===== config.mk =====
export PLATFORM = sky130hd
export DESIGN_NAME = chop_ctrl
export DESIGN_NICKNAME = d
export VERILOG_FILES = /design/src/rtl/chop_pkg.sv /design/src/rtl/chop_sync.sv /design/src/rtl/chop_toff_timer.sv /design/src/rtl/chop_fsm.sv /design/src/rtl/chop_ctrl.sv
export SDC_FILE = /design/constraint.sdc
export NUM_CORES = 1
export LEC_CHECK = 0
export BUFFER_PORTS_ARGS = -buffer_cell sky130_fd_sc_hd__buf_2
export CAP_MARGIN = 20
export CORE_MARGIN = 10
export CORE_UTILIZATION = 40
export DETAILED_ROUTE_END_ITERATION = 8
export PLACE_DENSITY = 0.62
export SLEW_MARGIN = 30
export SYNTH_ARGS = -nofsm -noshare
export SYNTH_HDL_FRONTEND = slang
export SYNTH_HIERARCHICAL = 1
export SYNTH_SLANG_ARGS = --single-unit

===== constraint.sdc =====
create_clock -name clk -period 1.6 [get_ports clk]
set_input_delay 0.08 -clock clk [delete_from_list [all_inputs] [get_ports clk]]
set_output_delay 0.08 -clock clk [all_outputs]
set_load 0.02 [all_outputs]

===== src/rtl/chop_pkg.sv =====
package chop_pkg;

   typedef enum logic [1:0] {
      ST_IDLE  = 2'd0,
      ST_DRIVE = 2'd1,
      ST_DECAY = 2'd2
   } chop_st_e;

   localparam int unsigned TOFF_MAX_US = 32;

   // Off-time in microseconds for each strap code.
   function automatic int unsigned toff_us(input logic [1:0] code);
      case (code)
         2'd0:    return 7;
         2'd1:    return 16;
         2'd2:    return 24;
         default: return 32;
      endcase
   endfunction

endpackage


===== src/rtl/chop_sync.sv =====
module chop_sync #(
   parameter int STAGES = 2
) (
   input  logic clk,
   input  logic rst_n,
   input  logic din,
   output logic dout
);

   if (STAGES < 2) begin : g_bad_stages
      $error("chop_sync: STAGES must be at least 2");
   end

   logic [STAGES-1:0] q;

   always_ff @(posedge clk or negedge rst_n) begin
      if (!rst_n) q[0] <= 1'b0;
      else        q[0] <= din;
   end

   for (genvar i = 1; i < STAGES; i++) begin : g_stage
      always_ff @(posedge clk or negedge rst_n) begin
         if (!rst_n) q[i] <= 1'b0;
         else        q[i] <= q[i-1];
      end
   end

   assign dout = q[STAGES-1];

endmodule


===== src/rtl/chop_toff_timer.sv =====
module chop_toff_timer
   import chop_pkg::*;
#(
   parameter int CLK_MHZ = 50,
   parameter int CNT_W   = 11
) (
   input  logic             clk,
   input  logic             rst_n,
   input  logic             clr,
   input  logic             load,
   input  logic [1:0]       code,
   output logic             done
);

   localparam int unsigned MAX_CYC = TOFF_MAX_US * CLK_MHZ;

   if (CLK_MHZ < 1) begin : g_bad_clk
      $error("chop_toff_timer: CLK_MHZ must be at least 1");
   end
   if ((2 ** CNT_W) < MAX_CYC) begin : g_bad_width
      $error("chop_toff_timer: CNT_W too narrow for longest off-time");
   end

   logic [CNT_W-1:0] cnt;
   logic [CNT_W-1:0] reload;

   always_comb begin
      reload = CNT_W'(toff_us(code) * CLK_MHZ - 1);
   end

   always_ff @(posedge clk or negedge rst_n) begin
      if (!rst_n)           cnt <= '0;
      else if (clr)         cnt <= '0;
      else if (load)        cnt <= reload;
      else if (cnt != '0)   cnt <= cnt - 1'b1;
   end

   assign done = (cnt == '0);

   p_cnt_bound_r5: assert property (@(posedge clk) disable iff (!rst_n)
      32'(cnt) <= MAX_CYC - 1);

   p_clear_r1: assert property (@(posedge clk) disable iff (!rst_n)
      clr |=> done);

endmodule


===== src/rtl/chop_fsm.sv =====
module chop_fsm
   import chop_pkg::*;
(
   input  logic     clk,
   input  logic     rst_n,
   input  logic     en,
   input  logic     trip_s,
   input  logic     tmr_done,
   output chop_st_e state,
   output logic     load,
   output logic     start_q
);

   chop_st_e state_d;

   always_comb begin
      state_d = state;
      if (!en) begin
         state_d = ST_IDLE;
      end else begin
         case (state)
            ST_IDLE:  state_d = ST_DRIVE;
            ST_DRIVE: if (trip_s)   state_d = ST_DECAY;
            ST_DECAY: if (tmr_done) state_d = ST_DRIVE;
            default:  state_d = ST_IDLE;
         endcase
      end
   end

   assign load = en && (state == ST_DRIVE) && trip_s;

   always_ff @(posedge clk or negedge rst_n) begin
      if (!rst_n) begin
         state   <= ST_IDLE;
         start_q <= 1'b0;
      end else begin
         state   <= state_d;
         start_q <= load;
      end
   end

   p_idle_when_off_r1: assert property (@(posedge clk) disable iff (!rst_n)
      !en |=> state == ST_IDLE);

   p_drive_hold_r2: assert property (@(posedge clk) disable iff (!rst_n)
      (en && state == ST_DRIVE && !trip_s) |=> state == ST_DRIVE);

   p_decay_hold_r4: assert property (@(posedge clk) disable iff (!rst_n)
      (en && state == ST_DECAY && !tmr_done) |=> state == ST_DECAY);

   p_expire_redrive_r7: assert property (@(posedge clk) disable iff (!rst_n)
      (en && state == ST_DECAY && tmr_done) |=> state == ST_DRIVE);

   p_start_in_decay_r8: assert property (@(posedge clk) disable iff (!rst_n)
      start_q |-> state == ST_DECAY);

   p_start_single_r8: assert property (@(posedge clk) disable iff (!rst_n)
      start_q |=> !start_q);

endmodule


===== src/rtl/chop_ctrl.sv =====
module chop_ctrl
   import chop_pkg::*;
#(
   parameter int CLK_MHZ     = 50,
   parameter int SYNC_STAGES = 2
) (
   input  logic       clk,
   input  logic       rst_n,
   input  logic       en,
   input  logic       trip_raw,
   input  logic [1:0] toff_code,
   output logic       drive_on,
   output logic       decay_on,
   output logic       idle_on,
   output logic       decay_start
);

   localparam int unsigned MAX_CYC = TOFF_MAX_US * CLK_MHZ;
   localparam int CNT_W = (MAX_CYC > 1) ? $clog2(MAX_CYC) : 1;

   logic     trip_s;
   logic     tmr_done;
   logic     load;
   chop_st_e state;

   chop_sync #(.STAGES(SYNC_STAGES)) u_sync (
      .clk   (clk),
      .rst_n (rst_n),
      .din   (trip_raw),
      .dout  (trip_s)
   );

   chop_toff_timer #(.CLK_MHZ(CLK_MHZ), .CNT_W(CNT_W)) u_timer (
      .clk   (clk),
      .rst_n (rst_n),
      .clr   (!en),
      .load  (load),
      .code  (toff_code),
      .done  (tmr_done)
   );

   chop_fsm u_fsm (
      .clk      (clk),
      .rst_n    (rst_n),
      .en       (en),
      .trip_s   (trip_s),
      .tmr_done (tmr_done),
      .state    (state),
      .load     (load),
      .start_q  (decay_start)
   );

   assign drive_on = (state == ST_DRIVE);
   assign decay_on = (state == ST_DECAY);
   assign idle_on  = (state == ST_IDLE);

   p_bridge_excl_r1: assert property (@(posedge clk) disable iff (!rst_n)
      $onehot({drive_on, decay_on, idle_on}));

   p_start_from_drive_r8: assert property (@(posedge clk) disable iff (!rst_n)
      $rose(decay_on) |-> decay_start);

endmodule


==> Yosys cells after proc, flatten, opt, wreduce, memory -nomap -nowiden <==
Index checks and enable logic that the tools add are counted.
{ "totals": {"register_bits": 16, "inputBits": 6, "output_inout_bits": 4, "word_cells": 30} }
{ "classes": {"addsub": 2, "n_mul": 1, "n_eq_ne": 7, "muxes": 8, "n_reduce_logical": 7} }
{ "op_table": {"columns": ["operator", "count"], "rows": [
  ["11-bit two-way mux", 3],
  ["11-bit by 1-bit subtractor with 11-bit output, second input constant", 2],
  ["6-bit case mux with 3 select lines", 1],
  ["11-bit logical NOT", 1],
  ["11-bit nonzero test", 1],
  ["6-bit by 5-bit multiplier with 10-bit output, second input constant", 1],
  ["2-bit two-way mux", 3],
  ["3-bit by 2-bit inequality test with 1-bit output, second input constant", 2],
  ["2-bit case mux with 3 select lines", 1],
  ["2-bit by 1-bit == test with 1-bit output, second input constant", 2],
  ["2-bit == test, second input constant", 2],
  ["2-bit logical NOT", 2],
  ["3-bit by 1-bit inequality test with 1-bit output, second input constant", 1],
  ["1-bit logical AND", 2],
  ["2-bit AND reduction", 1]
]} }

==> Longest topological paths before layout <==
Gate-level depths: netlist of the first run.
{ "depth": {"word_depth": 6, "ltp_mapped": 8, "depth_no_buf": 7} }

==> Cells and area by module <==
The synthesis of the first run kept the hierarchy.
{ "by_module_without_submodules": {"columns": ["mod", "n_inst", "cells_per_inst", "area_per_inst_um2", "seq_area_each_um2"], "rows": [
  ["chop_toff_timer", 1, 98, 898.4, 275.3],
  ["chop_fsm", 1, 10, 122.6, 75.1],
  ["chop_sync", 1, 2, 50.0, 50.0],
  ["chop_ctrl", 1, 4, 22.5, 0.0]
]} }

==> Least setup slack after synthesis of the first run <==
No wires, ideal clock.
{ "synth_timing": {"kind": "flip-flop to flip-flop", "start": "register u_timer.cnt[2]", "end": "register u_timer.cnt[9]", "setup_ns": 0.087, "arrival_ns": 1.519, "t_required_ns": 1.513, "setup_slack_ns": -0.005, "stages_incl_launch_ff": 6, "path_buffers": 0, "synth_period_minus_slack_ns": 1.605, "cell_sequence": "dfrtp_1 > or4_4 > nor3b_2 > xor2_1 > nor2_1 > a211oi_2"} }
{ "synth_via": {"elab_chain_len": 4, "elab_cells_between_ends": 6, "classes_between": "1 x add/sub; 1 x eq/ne; 3 x mux; 1 x reduce/logical"} }
{ "synth_rtl": {"columns": ["element", "line_no", "text"], "rows": [
  ["start, declared", "chop_toff_timer.sv:24", "logic [CNT_W-1:0] cnt;"],
  ["start signal, assigned", "chop_toff_timer.sv:34", "else if (load) cnt <= reload;"],
  ["start signal, assigned", "chop_toff_timer.sv:35", "else if (cnt != '0) cnt <= cnt - 1'b1;"],
  ["11-bit by 1-bit subtractor with 11-bit output", "chop_toff_timer.sv:35", null],
  ["11-bit two-way mux", "chop_toff_timer.sv:35", null],
  ["11-bit two-way mux", "chop_toff_timer.sv:34", null],
  ["11-bit two-way mux", "chop_toff_timer.sv:33", "else if (clr) cnt <= '0;"]
]} }
Several ways; a longest one is shown, not always the timed one. The select of a mux whose other input is x is not followed.
A chain may end at the register's enable or synchronous reset.

==> Worst setup path after layout of the first run <==
Same ends and word-level chain as after synthesis.

==> results of run 1 <==
==> logic make-up after synthesis <==
kind of cell,after synthesis,synth area share (%)
xor+xnor,10,8.01
flops,16,36.6
simple gates,41,20.8
buf+inv,12,4.46
mux,5,4.58
compound gates,20,14.1
fa+ha+maj,10,11.4
==> routing by layer <==
layer	GRT usage [%]	up-vias	share of wire, %
li1	-	455	-
met1	10.6	420	43
met2	16.2	14	51
met3	0.680	2	3.4
met4	5.38	0	1.7
met5	0	-	0
==> repair_timing <==
item	in CTS	in global routing
gates resized for setup	3	13
hold buffers	2	0
setup endpoints to repair	7	12
pin swaps	4	13
endpoints found under the hold margin	17	0
setup buffers	0	2
==> Yosys cell counts (all sizes together), types with 2 or more instances <==
cell	number	area (um^2)
dfrtp	16	400
nor2	16	60.1
ha	10	125
inv	9	33.8
nand2	6	22.5
a211oi	5	42.5
mux2i	5	50.1
xnor2	5	43.8
xor2	5	43.8
clkbuf	3	15.0
nand4	3	18.8
nor4	3	31.3
a21o	2	15.0
a21oi	2	10.0
nand2b	2	12.5
nand3	2	10.0
nor2b	2	12.5
nor3	2	10.0
nor3b	2	20.0
o21ai	2	10.0
==> stage by stage <==
stage | instances | instance area [um^2] | util [%] | hold slack (ns)
final | 171 | 1390 | 54.8 | 0.0905
after global placement | 164 | 1270 | 49.8 | 0.0136
after CTS | 169 | 1320 | 51.7 | 0.0844
after detailed placement | 164 | 1270 | 49.8 | 0.0138
after floorplan | 114 | 1090 | - | -0.216
after global routing | 171 | 1390 | 54.8 | 0.0892
==> power by group through the flow <==
stage | registers (mW) | clock network, mW | logic [mW]
6_report | 0.657 | 0.208 | 1.55
3_5_place_dp | 0.654 | 0 | 1.30
4_1_cts | 0.649 | 0.211 | 1.33
5_1_grt | 0.676 | 0.222 | 1.71
2_1_floorplan | 0.676 | 0 | 0.834
3_3_place_gp | 0.647 | 0 | 1.27
==> state kept, by name, indices dropped and copies added (netlist names) <==
| register | count |
|---|---|
| u_fsm/state | 2 |
| u_timer/cnt | 11 |
| u_sync/q | 1 |
| u_sync/dout | 1 |
| u_fsm/start_q | 1 |
==> path summary, 6_finish.rpt <==
path                                startpoint         endpoint  slack, ns  depth (start not counted)
worst max register to register  u_timer/cnt[2]   u_timer/cnt[9]      -0.02                          5
worst max-delay path            u_timer/cnt[2]   u_timer/cnt[9]      -0.02                          5
min in group asynchronous                rst_n  u_timer/cnt[10]       0.23                          2
max in group asynchronous                rst_n   u_timer/cnt[6]       1.11                          2
worst min-delay path                        en   u_fsm/state[0]       0.09                          3
worst min register to register     u_sync/q[0]      u_sync/dout       0.36                          0
==> tightest hold or removal path: stages <==
cell and delay (ns):
buf_2 0.12, inv_1 0.05, o32ai_1 0.08
==> final cells by class <==
type,count,area [um^2],share of cell area [%]
multi-input cells,86,711,51.0
flip-flops and latches,16,400,28.7
repair buffers,27,189,13.6
well taps,30,37.5,2.69
inverters,9,33.8,2.42
clock buffers,3,22.5,1.62
==> results.md, run 1 <==
- GRT Util Overall: 9.21%
- Leading cell type in the layout, fill and taps excluded: dfrtp_1
- Row cnt: 18
- CORE AREA: 0.00254 mm^2
- DR iter-0 viols: 20
- Gate count after technology mapping: 114
- Die W: 72.3 um
- Synth-to-layout area growth: 27.5%
- GRT overflow: 0
- Clock-pin slew on the worst setup and hold paths: 0.09 ns
- DR pass1 iterations: 4
- Clock Tree Buf Depth: 2
- Max-cap viol count: 0
- DRC: 0
- CP max-delay cell: or4_4
- HP Class: in2reg
- Status: complete, but fails checks
- Flops & latches, synth: 16
- Max_slew headroom: 76.1%
- Syn. warnings: 6
- Psw: 0.988 mW
- Vias/cell: 5.21
- Min Tclk post-route: 1.62 ns
- Worst VDD drop: 0.953 mV
- Final worst slack: -0.0152 ns
- Internal Power: 1.43 mW
- IO buf count: 9
- Post-synth EDFFs: 0
- Cell variety after synth: 36
- WL per Instance: 13.7 um
- First-pass GRT wire length: 3940 um
- Fillers: 219
- CP arrival: 1.81 ns
- Commonest non-fill, non-tap cells in the layout: 16 x dfrtp_1, 15 x nor2_1, 15 x buf_4
- Combinational cell fraction of total power: 64.2%
- Final nets: 159
- Pwr dens: 1730 mW/mm^2
- I/O pin cnt: 10
- Vias in the first global route: 896
- WP buf/inv: 0
- Syn_nets: 130
- Pleak: 0.690 nW
- Fraction of layout cells with a size suffix above 1: 34.0%
- Final setup viols: 1
- Failing checks: setup timing
- Skew final: 0.00446 ns
- CP startpoint kind: register
- DP HPWL: 1800 um
- Largest net degree at the start of global routing: 17
- CTS root buf: clkbuf_4
- Chip height: 72.3 um
- Final hold violation count: 0
- Largest stage delay, worst path: 0.59 ns
- Final Cycle Share: 101%
- Clock network fraction of design power: 8.6%
- Via Count: 891
- CTS tree: built
- Ant diodes: 0
- Part of the power in registers: 27.2%
- Main flop type after synthesis: dfrtp_1
- RD Place Congestion: 0.840
- Setup Total Neg Slack: -0.0152 ns
- Crit path max-delay family: simple AND/OR/NAND/NOR gates
- Starting Density: 43.0%
- Number of buffers created by CTS: 3
- Max frequency: 0.619 GHz
- Routed wire length: 2350 um
- Synth Area per Inst: 9.59 um^2
- Asr flop ratio synth: 100%
- DP Worst Slack: -0.0613 ns
- Seq/Total Area, Yosys: 36.6%
- Mapped cell area: 0.00109 mm^2
- CP Cell Sequence: or4_4 -> nor3b_4 -> xor2_1 -> nor2_1 -> a211oi_2
- Sw Share: 40.9%
- Worst skew pair latency: 0.28 ns
- Worst-path maximum fanout: 4
- Crit. End Element: register
- Post-DRT Antenna Nets: 0
- WS Path Type: reg2reg
- Slew Limit Fails: 0
- Die area: 0.00523 mm^2
- Tightest Pin Transition: 0.358 ns
- Clock sinks: 16
- H-tree level count: 1
- Total power: 2.41 mW
- Initial antenna violation count: 0
- CP Data Required Time: 1.80 ns
- RSZ-0062 raised after global routing: true
(Power assumes the default switching activity.)
==> run 2, diff against run 1 <==
- SKIP_CTS_REPAIR_TIMING: not set -> 1
==> run 2 against run 1 <==
Against the previous run:
- the run still ends with setup timing left
- die area did not move
- total power rose by 2.4%
- flip-flop and latch count did not move
- routed wire length rose by 1.6%
- critical endpoint unchanged
==> results.md, run 2 (same netlist as run 1, synthesis figures left out) <==
- I/O pin cnt: 10 (unchanged)
- Clock sinks: 16 (unchanged)
- DR pass1 iterations: 4 (unchanged)
- Commonest non-fill, non-tap cells in the layout: 16 x dfrtp_1, 15 x nor2_1, 14 x buf_4
- Final hold violation count: 0 (unchanged)
- Biggest register: u_timer/cnt
- Final Non-Filler Cells: 171 (unchanged)
- Ant diodes: 0 (unchanged)
- Status: complete, but fails checks
- Via Count: 887 (-0.45%)
- Vias/cell: 5.19 (-0.45%)
- GRT Util Overall: 9.04% (-0.17 points)
- Initial antenna violation count: 0 (unchanged)
- Final Cycle Share: 103% (+2.4 points)
- CP arrival: 1.85 ns (+0.04 ns)
- Final nets: 159 (unchanged)
- Post-DRT Antenna Nets: 0 (unchanged)
- Crit. End Element: register
- Leading cell type in the layout, fill and taps excluded: dfrtp_1
- CTS tree: built
- Skew final: 0.00419 ns (-0.000273 ns)
- Hold_ws: 0.0911 ns (+0.000556 ns)
- Largest stage delay, worst path: 0.58 ns (about the same)
- Die area: 0.00523 mm^2 (unchanged)
- CP startpoint kind: register
- RSZ-0062 raised after global routing: true
- WL per Instance: 14.0 um (+1.6%)
- Clock Tree Buf Depth: 2 (unchanged)
- Fraction of layout cells with a size suffix above 1: 34.0% (unchanged)
- CP Data Required Time: 1.80 ns (about the same)
- DR iter-0 viols: 23 (+15%)
- Failing checks: setup timing
- Max frequency: 0.605 GHz (-2.3%)
- Largest net degree at the start of global routing: 17 (unchanged)
- CP Cell Sequence: or4_4 -> nor3b_4 -> xor2_1 -> nor2_1 -> a211oi_2
- Routed wire length: 2390 um (+1.6%)
- CORE AREA: 0.00254 mm^2 (unchanged)
- DP Worst Slack: -0.0613 ns (unchanged)
- Max-cap viol count: 0 (unchanged)
- H-tree level count: 1 (unchanged)
- Worst VDD drop: 0.979 mV (+2.7%)
- Min Tclk post-route: 1.65 ns (+0.0382 ns)
- WS Path Type: reg2reg
- DRC: 0 (unchanged)
- HP Class: in2reg
- DP HPWL: 1800 um (unchanged)
- Final worst slack: -0.0534 ns (-0.0382 ns)
- Synth-to-layout area growth: 28.4%
- First-pass GRT wire length: 3860 um (-1.9%)
- Clock-pin slew on the worst setup and hold paths: 0.09 ns (about the same)
- CP max-delay cell: or4_4
- Final setup viols: 3 (+2)
- Slew Limit Fails: 0 (unchanged)
- IO buf count: 9 (unchanged)
- Pwr dens: 1760 mW/mm^2 (+1.6%)
- Pleak: 0.692 nW (+0.31%)
- GRT overflow: 0 (unchanged)
- Worst skew pair latency: 0.28 ns (about the same)
- Worst-path maximum fanout: 4 (unchanged)
- Vias in the first global route: 888 (-0.89%)
- CTS root buf: clkbuf_4
- Row cnt: 18 (unchanged)
- Largest regs: u_timer/cnt (11), u_fsm/state (2)
- Starting Density: 43.0% (unchanged)
- Max reg flops: 11 (unchanged)
- Tightest Pin Transition: 0.355 ns (-0.00316 ns)
- Die W: 72.3 um (unchanged)
- Number of buffers created by CTS: 3 (unchanged)
- Max_slew headroom: 76.4% (+0.21 points)
- Placed Cells incl. Taps: 164 (unchanged)
- Chip height: 72.3 um (unchanged)
- RD Place Congestion: 0.840 (unchanged)
## run 2: where the power goes
part	total [mW]	internal (mW)	switching (mW)
logic	1.60	0.834	0.771
clock network	0.208	0.0871	0.120
registers	0.659	0.535	0.124
## run 2: routing by layer
metal / global-route usage (%) / wire length (um) / vias up / share of wire, %
li1: - / - / 455 / -
met1: 10.3 / 1070 / 419 / 45
met2: 16.1 / 1210 / 11 / 51
met3: 0.680 / 67 / 2 / 2.8
met4: 5.16 / 41 / 0 / 1.7
met5: 0 / 0 / - / 0
## run 2: worst max-delay path: cells and delay by family (launching register included)
kind                      cells  cell delay (ns)
AOI/OAI and AO/OA             1             0.14
xor gates and xnor gates      1             0.15
DFF                           1             0.42
and+or+nand+nor               3             0.86
## run 2: metrics by stage
step                      area (um^2)  total power, mW  util [%]  TNS [ns]
after floorplan                  1090             1.51         -         0
after global placement           1270             1.91      49.8  -0.00214
after detailed placement         1270             1.96      49.8    -0.134
final                            1400             2.47      55.2   -0.0773
after global routing             1400             2.66      55.2    -0.574
after CTS                        1290             2.17      50.6    -0.295
## run 2: area by class of cell
| type | count | area (um^2) |
|---|---|---|
| clock buffers | 3 | 22.5 |
| fillers | 221 | 1140 |
| inverters | 9 | 33.8 |
| multi-input cells | 86 | 717 |
| flip-flops and latches | 16 | 400 |
| well taps | 30 | 37.5 |
| repair buffers | 27 | 193 |
## run 2: final timing paths
check                                from         endpoint  slack (ns)  cells after the start
setup / recovery           u_timer/cnt[1]   u_timer/cnt[9]       -0.05                      5
hold / removal                         en   u_fsm/state[0]        0.09                      3
setup reg to reg           u_timer/cnt[1]   u_timer/cnt[9]       -0.05                      5
hold reg to reg               u_sync/q[0]      u_sync/dout        0.36                      0
max in group asynchronous           rst_n   u_timer/cnt[6]        1.11                      2
min in group asynchronous           rst_n  u_timer/cnt[10]        0.23                      2
